### src/rtl/ovs_pkg.sv
package ovs_pkg;
  localparam int CNT_W = 7;
  typedef logic [CNT_W-1:0] cnt_t;

  function automatic cnt_t rpt_decode(input logic [2:0] sel);
    cnt_t n;
    case (sel)
      3'b000:  n = cnt_t'(1);
      3'b001:  n = cnt_t'(4);
      3'b010:  n = cnt_t'(8);
      3'b011:  n = cnt_t'(16);
      3'b100:  n = cnt_t'(32);
      default: n = cnt_t'(64);
    endcase
    return n;
  endfunction
endpackage

### src/rtl/ovs_sample_counter.sv
module ovs_sample_counter
  import ovs_pkg::*;
(
  input  logic       clk,
  input  logic       rst_n,
  input  logic       accept,
  input  logic [2:0] rpt_sel,
  output logic       last,
  output logic       single
);
  cnt_t cnt_q, cnt_d;
  cnt_t tgt_q, tgt_d;
  cnt_t tgt_cur;
  cnt_t cnt_inc;
  logic first;

  always_comb begin
    first   = (cnt_q == '0);
    tgt_cur = first ? rpt_decode(rpt_sel) : tgt_q;
    cnt_inc = cnt_q + 1'b1;
    single  = (tgt_cur == cnt_t'(1));
    last    = accept && (cnt_inc == tgt_cur);
  end

  always_comb begin
    cnt_d = cnt_q;
    tgt_d = tgt_q;
    if (accept) begin
      cnt_d = last ? '0 : cnt_inc;
      if (first) tgt_d = tgt_cur;
    end
  end

  always_ff @(posedge clk or negedge rst_n) begin
    if (!rst_n) begin
      cnt_q <= '0;
      tgt_q <= cnt_t'(1);
    end else if (accept) begin
      cnt_q <= cnt_d;
      tgt_q <= tgt_d;
    end
  end

  AST_CNT_BELOW_TGT: assert property (@(posedge clk) disable iff (!rst_n)
    (cnt_q != '0) |-> (cnt_q < tgt_q));
  AST_IDLE_NO_ADVANCE: assert property (@(posedge clk) disable iff (!rst_n)
    !accept |=> $stable(cnt_q));
  AST_TGT_HELD_MID: assert property (@(posedge clk) disable iff (!rst_n)
    (cnt_q != '0) |=> $stable(tgt_q));
endmodule

### src/rtl/ovs_accumulator.sv
module ovs_accumulator #(
  parameter int CODE_W = 10,
  parameter int RES_W  = 16
) (
  input  logic              clk,
  input  logic              rst_n,
  input  logic              accept,
  input  logic              last,
  input  logic [CODE_W-1:0] code,
  output logic [RES_W-1:0]  sum_next
);
  logic [RES_W-1:0] acc_q, acc_d;

  always_comb begin
    sum_next = acc_q + RES_W'(code);
    acc_d    = last ? '0 : sum_next;
  end

  always_ff @(posedge clk or negedge rst_n) begin
    if (!rst_n) acc_q <= '0;
    else if (accept) acc_q <= acc_d;
  end

  AST_ACC_CLEARED: assert property (@(posedge clk) disable iff (!rst_n)
    last |=> (acc_q == '0));
  AST_ACC_IDLE: assert property (@(posedge clk) disable iff (!rst_n)
    !accept |=> $stable(acc_q));
endmodule

### src/rtl/ovs_formatter.sv
module ovs_formatter #(
  parameter int CODE_W = 10,
  parameter int RES_W  = 16,
  parameter int MAX_SH = 3
) (
  input  logic [RES_W-1:0] sum,
  input  logic [2:0]       fmt_sel,
  input  logic             single,
  output logic [RES_W-1:0] fmt_out
);
  localparam int LJ_SH = RES_W - CODE_W;

  logic [RES_W-1:0] shifted [MAX_SH+1];

  for (genvar s = 0; s <= MAX_SH; s++) begin : g_shift
    assign shifted[s] = sum >> s;
  end

  always_comb begin
    if (fmt_sel[2]) fmt_out = single ? (sum << LJ_SH) : sum;
    else            fmt_out = shifted[fmt_sel[1:0]];
  end

  always_comb begin
    if (fmt_sel[2] && single)
      AST_LEFT_LOW_CLEAR: assert (fmt_out[LJ_SH-1:0] == '0);
    if (!fmt_sel[2] && fmt_sel[1:0] == 2'b11)
      AST_SHIFT3_TOP_CLEAR: assert (fmt_out[RES_W-1:RES_W-3] == '0);
  end
endmodule

### src/rtl/ovs_result_fmt.sv
module ovs_result_fmt
  import ovs_pkg::*;
#(
  parameter int CODE_W = 10,
  parameter int RES_W  = 16
) (
  input  logic              clk,
  input  logic              rst_n,
  input  logic              conv_done,
  input  logic [CODE_W-1:0] conv_code,
  input  logic [2:0]        rpt_sel,
  input  logic [2:0]        fmt_sel,
  output logic [RES_W-1:0]  result,
  output logic              result_vld
);
  logic             last, single;
  logic [RES_W-1:0] sum_next, fmt_val;
  logic [RES_W-1:0] res_q, res_d;
  logic             vld_q, vld_d;

  ovs_sample_counter u_cnt (
    .clk     (clk),
    .rst_n   (rst_n),
    .accept  (conv_done),
    .rpt_sel (rpt_sel),
    .last    (last),
    .single  (single)
  );

  ovs_accumulator #(.CODE_W(CODE_W), .RES_W(RES_W)) u_acc (
    .clk      (clk),
    .rst_n    (rst_n),
    .accept   (conv_done),
    .last     (last),
    .code     (conv_code),
    .sum_next (sum_next)
  );

  ovs_formatter #(.CODE_W(CODE_W), .RES_W(RES_W)) u_fmt (
    .sum     (sum_next),
    .fmt_sel (fmt_sel),
    .single  (single),
    .fmt_out (fmt_val)
  );

  always_comb begin
    res_d = last ? fmt_val : res_q;
    vld_d = last;
  end

  always_ff @(posedge clk or negedge rst_n) begin
    if (!rst_n) begin
      res_q <= '0;
      vld_q <= 1'b0;
    end else begin
      vld_q <= vld_d;
      if (last) res_q <= res_d;
    end
  end

  assign result     = res_q;
  assign result_vld = vld_q;

  AST_VLD_NEEDS_DONE: assert property (@(posedge clk) disable iff (!rst_n)
    result_vld |-> $past(conv_done));
  AST_RESULT_HELD: assert property (@(posedge clk) disable iff (!rst_n)
    !result_vld |-> $stable(result));
endmodule

### config.mk
export PLATFORM = sky130hd
export DESIGN_NAME = ovs_result_fmt
export DESIGN_NICKNAME = d
export VERILOG_FILES = /design/src/rtl/ovs_pkg.sv /design/src/rtl/ovs_sample_counter.sv /design/src/rtl/ovs_accumulator.sv /design/src/rtl/ovs_formatter.sv /design/src/rtl/ovs_result_fmt.sv
export SDC_FILE = /design/constraint.sdc
export NUM_CORES = 1
export LEC_CHECK = 0
export ABC_AREA = 1
export CORE_UTILIZATION = 30
export CTS_BUF_LIST = sky130_fd_sc_hd__clkbuf_4
export DETAILED_ROUTE_END_ITERATION = 8
export DONT_BUFFER_PORTS = 1
export PLACE_DENSITY = 0.53
export SLEW_MARGIN = 20
export SYNTH_ARGS = -nofsm -noshare
export SYNTH_HDL_FRONTEND = slang
export SYNTH_HIERARCHICAL = 1
export SYNTH_SLANG_ARGS = --single-unit
### constraint.sdc
create_clock -name clk -period 2.73 [get_ports clk]
set_input_delay 0 -clock clk [delete_from_list [all_inputs] [get_ports clk]]
set_output_delay 0 -clock clk [all_outputs]
set_load 0.05 [all_outputs]
## After elaboration in Yosys (flattened, before gate mapping)

Index checks and enable logic that the tools add are counted.

| cells by class | value |
|---|---|
| add/subtract/negate cells | 2 |
| magnitude comparators | 1 |
| eq/ne operators | 6 |
| multiplexer cells | 9 |
| bitwise gates (word level) | 1 |
| reduce and logical (&&, ||, !) cells | 4 |

Operator list:

| operator | count |
|---|---|
| $mux 16 | 5 |
| $pmux 7 s5 | 1 |
| $bmux 16 s2 | 1 |
| $add 16x10->16 | 1 |
| $mux 7 | 2 |
| $add 7x1->7 const B | 1 |
| $eq 7x1->1 const B | 1 |
| $eq 7x7->1 | 1 |
| $logic_not 7->1 | 1 |
| $eq 3x2->1 const B | 2 |
| $eq 3x1->1 const B | 1 |
| $eq 3x3->1 const B | 1 |
| $ge 3x3->1 const B | 1 |
| $logic_not 3->1 | 1 |
| $not 2->3 | 1 |
| $reduce_and 2->1 | 1 |
| $logic_and 1x1->1 | 1 |

| storage, ports and cells | value |
|---|---|
| register bits after elaboration | 47 |
| output and inout port bits | 17 |

## Depth between registers and ports, before layout

| logic depth | value |
|---|---|
| depth after elaboration | 6 |
| gate-level depth with buffers | 18 |

## Cells and area by module

Netlist, hierarchy kept.

By module, submodules not included:

| module | instances | cells each | area each (um^2) | seq. area each (um^2) |
|---|---|---|---|---|
| ovs_accumulator | 1 | 213 | 1390.1 | 400.4 |
| ovs_sample_counter | 1 | 183 | 1181.1 | 351.6 |
| ovs_result_fmt | 1 | 69 | 669.4 | 425.4 |
| ovs_formatter | 1 | 142 | 648.1 | 0.0 |

## Worst setup path after synthesis

Ideal clock, no wire load.

| timing path | value |
|---|---|
| path kind | register -> register |
| start point | register u_cnt.cnt_q[0] |
| end point | register res_q[15] (netlist: result[15]) |
| library setup time | 119 ps |
| arrival | 2225 ps |
| setup slack | 386 ps |
| cell stages (with the launch flop) | 16 |
| clock period less this slack | 2344 ps |
| cell sequence | dfrtp_1 -> inv_1 -> ha_1 -> inv_2 -> nor2_2 -> nand3_4 -> nand2_1 -> nand2_2 -> inv_2 -> nand4_1 -> nor4_1 -> clkinv_1 -> nor2_1 -> o21ai_1 -> nand2_1 -> nand2_1 |

| between the ends | value |
|---|---|
| longest elaborated chain between the ends | 5 |
| elaborated cells on any way between the ends | 8 |

RTL lines:

| item | line | text |
|---|---|---|
| from (decl) | ovs_sample_counter.sv:11 | `cnt_t cnt_q, cnt_d;` |
| from (signal assigned) | ovs_sample_counter.sv:39 | `cnt_q <= cnt_d;` |
| $logic_not 7->1 | ovs_sample_counter.sv:18 | `first = (cnt_q == '0);` |
| $mux 7 | ovs_sample_counter.sv:19 | `tgt_cur = first ? rpt_decode(rpt_sel) : tgt_q;` |
| $eq 7x1->1 | ovs_sample_counter.sv:21 | `single = (tgt_cur == cnt_t'(1));` |
| via single | ovs_result_fmt.sv:16 | `logic last, single;` |
| $mux 16 (2 in a row) | ovs_formatter.sv:20 | `if (fmt_sel[2]) fmt_out = single ? (sum << LJ_SH) : sum;` |
| via fmt_val[15] | ovs_result_fmt.sv:17 | `logic [RES_W-1:0] sum_next, fmt_val;` |
| to (signal assigned) | ovs_result_fmt.sv:57 | `if (last) res_q <= res_d;` |
| to (decl) | ovs_result_fmt.sv:18 | `logic [RES_W-1:0] res_q, res_d;` |

The timed path passes the listed nets, and every way through them passes these cells.
A chain may end at the register's enable or synchronous reset.

## Worst setup path after layout

| timing path | value |
|---|---|
| start point | register u_acc.acc_q[6] |
| end point | register res_q[15] (netlist: result[15]) |

| between the ends | value |
|---|---|
| longest elaborated chain between the ends | 5 |
| elaborated cells on any way between the ends | 6 |

RTL lines:

| item | line | text |
|---|---|---|
| from (decl) | ovs_accumulator.sv:12 | `logic [RES_W-1:0] acc_q, acc_d;` |
| from (signal assigned) | ovs_accumulator.sv:20 | `if (!rst_n) acc_q <= '0;` |
| from (signal assigned) | ovs_accumulator.sv:21 | `else if (accept) acc_q <= acc_d;` |
| $add 16x10->16 (*) | ovs_accumulator.sv:15 | `sum_next = acc_q + RES_W'(code);` |
| via sum_next[15] | ovs_result_fmt.sv:17 |  |
| $bmux 16 s2 | ovs_formatter.sv:21 | `else fmt_out = shifted[fmt_sel[1:0]];` |
| $mux 16 (not written as such) (2 in a row) | ovs_formatter.sv:21 |  |
| $mux 16 (*) | ovs_formatter.sv:20 |  |
| via fmt_val[15] | ovs_result_fmt.sv:17 |  |

The timed path passes the listed nets; every way through them passes the cells marked *. The select of a mux whose other input is x is not followed.

==> metrics.txt <==
# TYPE chip_impl_metric gauge
chip_impl_info{name="cp_slowest_cell",value="dlygate4sd3_1"} 1
chip_impl_metric{name="core_region_area",unit="mm2"} 0.0126
chip_impl_metric{name="cts_sinks",unit=""} 47
chip_impl_metric{name="syn-num-nets",unit=""} 639
chip_impl_metric{name="grt_usage",unit=""} 0.161
chip_impl_metric{name="fin_crit",unit="ps"} 2510
chip_impl_metric{name="n_antenna_cell",unit=""} 0
chip_impl_info{name="cp_common_cell",value="nand2_1"} 1
chip_impl_metric{name="multi_input_comb_area",unit="mm2"} 0.00236
chip_impl_metric{name="fmax",unit="MHz"} 399
chip_impl_metric{name="place_hpwl",unit="um"} 7580
chip_impl_info{name="run_status",value="finished clean"} 1
chip_impl_metric{name="antenna_violations_before_repair",unit=""} 0
chip_impl_metric{name="max_slew_violation_count",unit=""} 0
chip_impl_metric{name="die_w",unit="um"} 116
chip_impl_metric{name="antenna_left",unit=""} 0
chip_impl_metric{name="htree_num_levels",unit=""} 2
chip_impl_metric{name="avgViaCountPerCell",unit=""} 4.56
chip_impl_info{name="critical_path.endpoint_type",value="flop"} 1
chip_impl_metric{name="fin_skew",unit="ps"} 18.9
chip_impl_metric{name="drive_above_1_share",unit=""} 0.158
chip_impl_info{name="hold_path.class",value="in2reg"} 1
chip_impl_metric{name="fillers",unit=""} 1380
chip_impl_metric{name="hold_slack",unit="ps"} 26.7
chip_impl_metric{name="crit_arrival",unit="ps"} 2870
chip_impl_metric{name="regArea",unit="mm2"} 0.00118
chip_impl_metric{name="die_area",unit="mm2"} 0.0134
chip_impl_metric{name="detailed_route_iter0_violations",unit=""} 180
chip_impl_info{name="crit-reg2reg-capture",value="result[15]"} 1
chip_impl_metric{name="dpl-instance-area",unit="mm2"} 0.00409
chip_impl_metric{name="clk_path_buf_depth",unit=""} 2
chip_impl_metric{name="postSynthAreaPerCell",unit="um2"} 6.41
chip_impl_metric{name="global_placement_routability_congestion",unit=""} 0.871
chip_impl_metric{name="final_cell_area",unit="mm2"} 0.00449
chip_impl_metric{name="power.density_cell_area",unit="mW/mm2"} 1130
chip_impl_metric{name="post_synth_inst_count",unit=""} 607
chip_impl_info{name="critical_path_end",value="result[15]"} 1
chip_impl_metric{name="largest_net_degree_at_the_start_of_global_routing",unit=""} 48
chip_impl_metric{name="area_growth_from_synthesis_to_final_layout",unit="%"} 15.5
chip_impl_metric{name="boundaryPins",unit=""} 36
chip_impl_metric{name="cell_count_after_placement",unit=""} 780
chip_impl_metric{name="leakage_power",unit="nW"} 2.41
chip_impl_metric{name="power.total",unit="mW"} 5.07
chip_impl_metric{name="dr_vias",unit=""} 3677
chip_impl_metric{name="synthesis.yosys.warnings",unit=""} 6
chip_impl_metric{name="grt_remaining_overflow",unit=""} 0
chip_impl_metric{name="ys_types",unit=""} 34
chip_impl_metric{name="timing.critical_path.fanout_max",unit=""} 4
chip_impl_metric{name="drt_first_pass_iters",unit=""} 5
chip_impl_metric{name="timing.reg2reg.worst_path_depth",unit=""} 15
chip_impl_metric{name="clock_power_share",unit=""} 0.087
chip_impl_metric{name="final-hold-violation-count",unit=""} 0
chip_impl_metric{name="avgRoutedWirePerCell",unit="um"} 12.5
chip_impl_metric{name="combinationalPowerShare",unit=""} 0.608
chip_impl_metric{name="first_global_vias",unit=""} 3406
chip_impl_metric{name="drc",unit=""} 0
chip_impl_metric{name="reg_power_frac",unit=""} 0.304
chip_impl_metric{name="clock_insertion_delay_worst_skew",unit="ps"} 410
chip_impl_metric{name="max-slew-margin-rel",unit=""} 0.576
chip_impl_metric{name="die_y",unit="um"} 116
chip_impl_metric{name="finish.cell_count_without_fillers",unit=""} 806
chip_impl_metric{name="ys_seq_area_frac",unit=""} 0.303
chip_impl_metric{name="timing_worst_slew_pin_value",unit="ps"} 634
chip_impl_metric{name="fp-row-count",unit=""} 41
chip_impl_info{name="hp-start",value="conv_code[4]"} 1
chip_impl_metric{name="swShare",unit=""} 0.537
chip_impl_info{name="startpoint_type",value="flop"} 1
chip_impl_metric{name="nNetsFinal",unit=""} 665
chip_impl_metric{name="cts-buffers-inserted",unit=""} 5
chip_impl_metric{name="worst_path_largest_cell_delay",unit="ps"} 560
chip_impl_metric{name="worstPathRequired",unit="ps"} 3090
chip_impl_metric{name="timing.max_cap.violations",unit=""} 0
chip_impl_metric{name="path_clk_slew",unit="ps"} 150
chip_impl_metric{name="port_buffers",unit=""} 0
chip_impl_info{name="cts_root_buf",value="clkbuf_4"} 1
chip_impl_metric{name="place_worst_setup_slack",unit="ps"} -178
chip_impl_info{name="setup.worst_path.start",value="u_acc/acc_q[6]"} 1
chip_impl_metric{name="setup_viol_count_final",unit=""} 0
chip_impl_info{name="regToRegStartpoint",value="u_acc/acc_q[6]"} 1
chip_impl_metric{name="internal_power",unit="mW"} 2.35
chip_impl_metric{name="regToRegSetupSlack",unit="ps"} 220
chip_impl_metric{name="synthesis.area",unit="mm2"} 0.00389
chip_impl_metric{name="power.net_switching",unit="mW"} 2.72
chip_impl_metric{name="min_period_over_period",unit=""} 0.919
chip_impl_info{name="clock_tree_from_tritoncts",value="done"} 1
chip_impl_metric{name="synth_seq_cells",unit=""} 47
chip_impl_metric{name="wire_length_of_the_first_global_routing_pass",unit="um"} 16600
chip_impl_metric{name="finalSetupTns",unit="ps"} 0
chip_impl_info{name="critical_path.cell_chain",value="ha_4 -> nand2_1 -> nor2_1 -> nand3_1 -> nand2_2 -> nand2_1 -> nand3_1 -> and2_4 -> inv_1 -> nor2_2 -> nand2_1 -> dlygate4sd3_1 -> o21ai_1 -> nand2_1 -> nand2_1"} 1
chip_impl_metric{name="final_core_util",unit=""} 0.356
chip_impl_metric{name="final_critical_path_setup_slack",unit="ps"} 222
chip_impl_metric{name="drt_wl_total",unit="um"} 10100
chip_impl_metric{name="initial_cell_density_of_the_core",unit=""} 0.308
chip_impl_metric{name="irDropWorstVdd",unit="V"} 0.000389
chip_impl_info{name="path_class",value="reg2reg"} 1
critical path: cells and delay by family, from the launching register on:
family          cells  cell delay (ps)
flops               1              440
compound gates      1              120
buf+inv             2              600
simple gates       11              990
fa+ha+maj           1              310
layout by cell type (no fill, tap or decap), types with 2 or more instances in the layout:
cell           netlist  routed
a22o_1               3       3
a21oi_2              1       3
nand4_1              4       4
o21ai_1              4       4
dlygate4sd3_1        0      15
nand2_2             18      19
inv_2               16      17
nand3_4              2       2
a21oi_1              4       2
clkbuf_4             0       5
nand3_1             81      81
nor2_1              26      24
ha_4                 0       7
o21ai_0              8       8
nand3b_1             5       5
inv_1               72      72
ha_1                12       4
nor2_2              10      10
nand2_1            249     248
xor2_1               8       8
nor2_4               6       8
dfrtp_1             46      46
and2_1               8       7
buf_4                2      17
power by group through the flow:
stage	Combinational, mW	Clock [mW]	Sequential [mW]
6_report	3.08	0.443	1.54
5_1_grt	3.53	0.491	1.59
4_1_cts	2.91	0.469	1.52
3_5_place_dp	2.86	0	1.53
3_3_place_gp	2.83	0	1.53
2_1_floorplan	2.19	0	1.46
flip-flops by register name (all words and copies together), names as in the netlist:
signal	count
result	16
u_acc/acc_q	16
u_cnt/cnt_q	7
u_cnt/tgt_q	7
result_vld	1
routing by layer:
| metal | share of wire | up-vias | GRT usage |
|---|---|---|---|
| met2 | 0.42 | 85 | 0.238 |
| li1 | - | 1918 | - |
| met4 | 0.011 | 0 | 0.0462 |
| met3 | 0.054 | 8 | 0.0335 |
| met5 | 0 | - | 0 |
| met1 | 0.52 | 1666 | 0.232 |
worst min-delay path by stage:
stage	end	slack, ps	cells past startpoint
after floorplan	result[0]	-300	0
after global placement	u_cnt/tgt_q[4]	-290	0
after detailed placement	u_cnt/tgt_q[4]	-290	0
after CTS	u_acc/acc_q[7]	20	4
after global routing	u_acc/acc_q[4]	40	3
final	u_acc/acc_q[4]	30	3
cells by family after synthesis:
| kind of cell | share of synthesized area |
|---|---|
| flip-flops | 0.303 |
| XOR/XNOR | 0.0222 |
| AND/OR/NAND/NOR | 0.478 |
| adder cells (fa/ha/maj) | 0.0438 |
| buffers and inverters | 0.123 |
| AO/OA/AOI/OAI | 0.0296 |
what timing repair did:
item	4_1_cts	5_1_grt
endpoints found under the setup margin	16	26
gates resized for setup	1	20
endpoints found under the hold margin	92	3
buffers inserted	0	2
hold buffers	13	3
pin swaps	0	1
cell type report:
cell class,count,share of cell area
sequential,47,0.262
multi-input combinational,455,0.526
inverter,90,0.0763
timing repair buffer,34,0.0705
tap,172,0.0479
clock buffer,5,0.00835
clock inverter,3,0.00863
cells in the mapped netlist (all sizes together):
cell type / n / share of area
fa: 1 / 0.0051
inv: 89 / 0.087
nor3: 1 / 0.0026
dfrtp: 46 / 0.30
clkinv: 1 / 0.00096
or2: 1 / 0.0016
nor2: 42 / 0.059
dfstp: 1 / 0.0068
a21oi: 5 / 0.0074
nand4: 4 / 0.0064
nand2: 267 / 0.27
clkbuf: 2 / 0.0019
nand3b: 5 / 0.0097
o21ai: 12 / 0.015
ha: 12 / 0.039
buf: 13 / 0.033
xor2: 9 / 0.022
a22o: 3 / 0.0068
nor4: 1 / 0.0016
nand3: 84 / 0.12
and2: 8 / 0.013
Note: power is estimated with default switching activity, not from simulation.
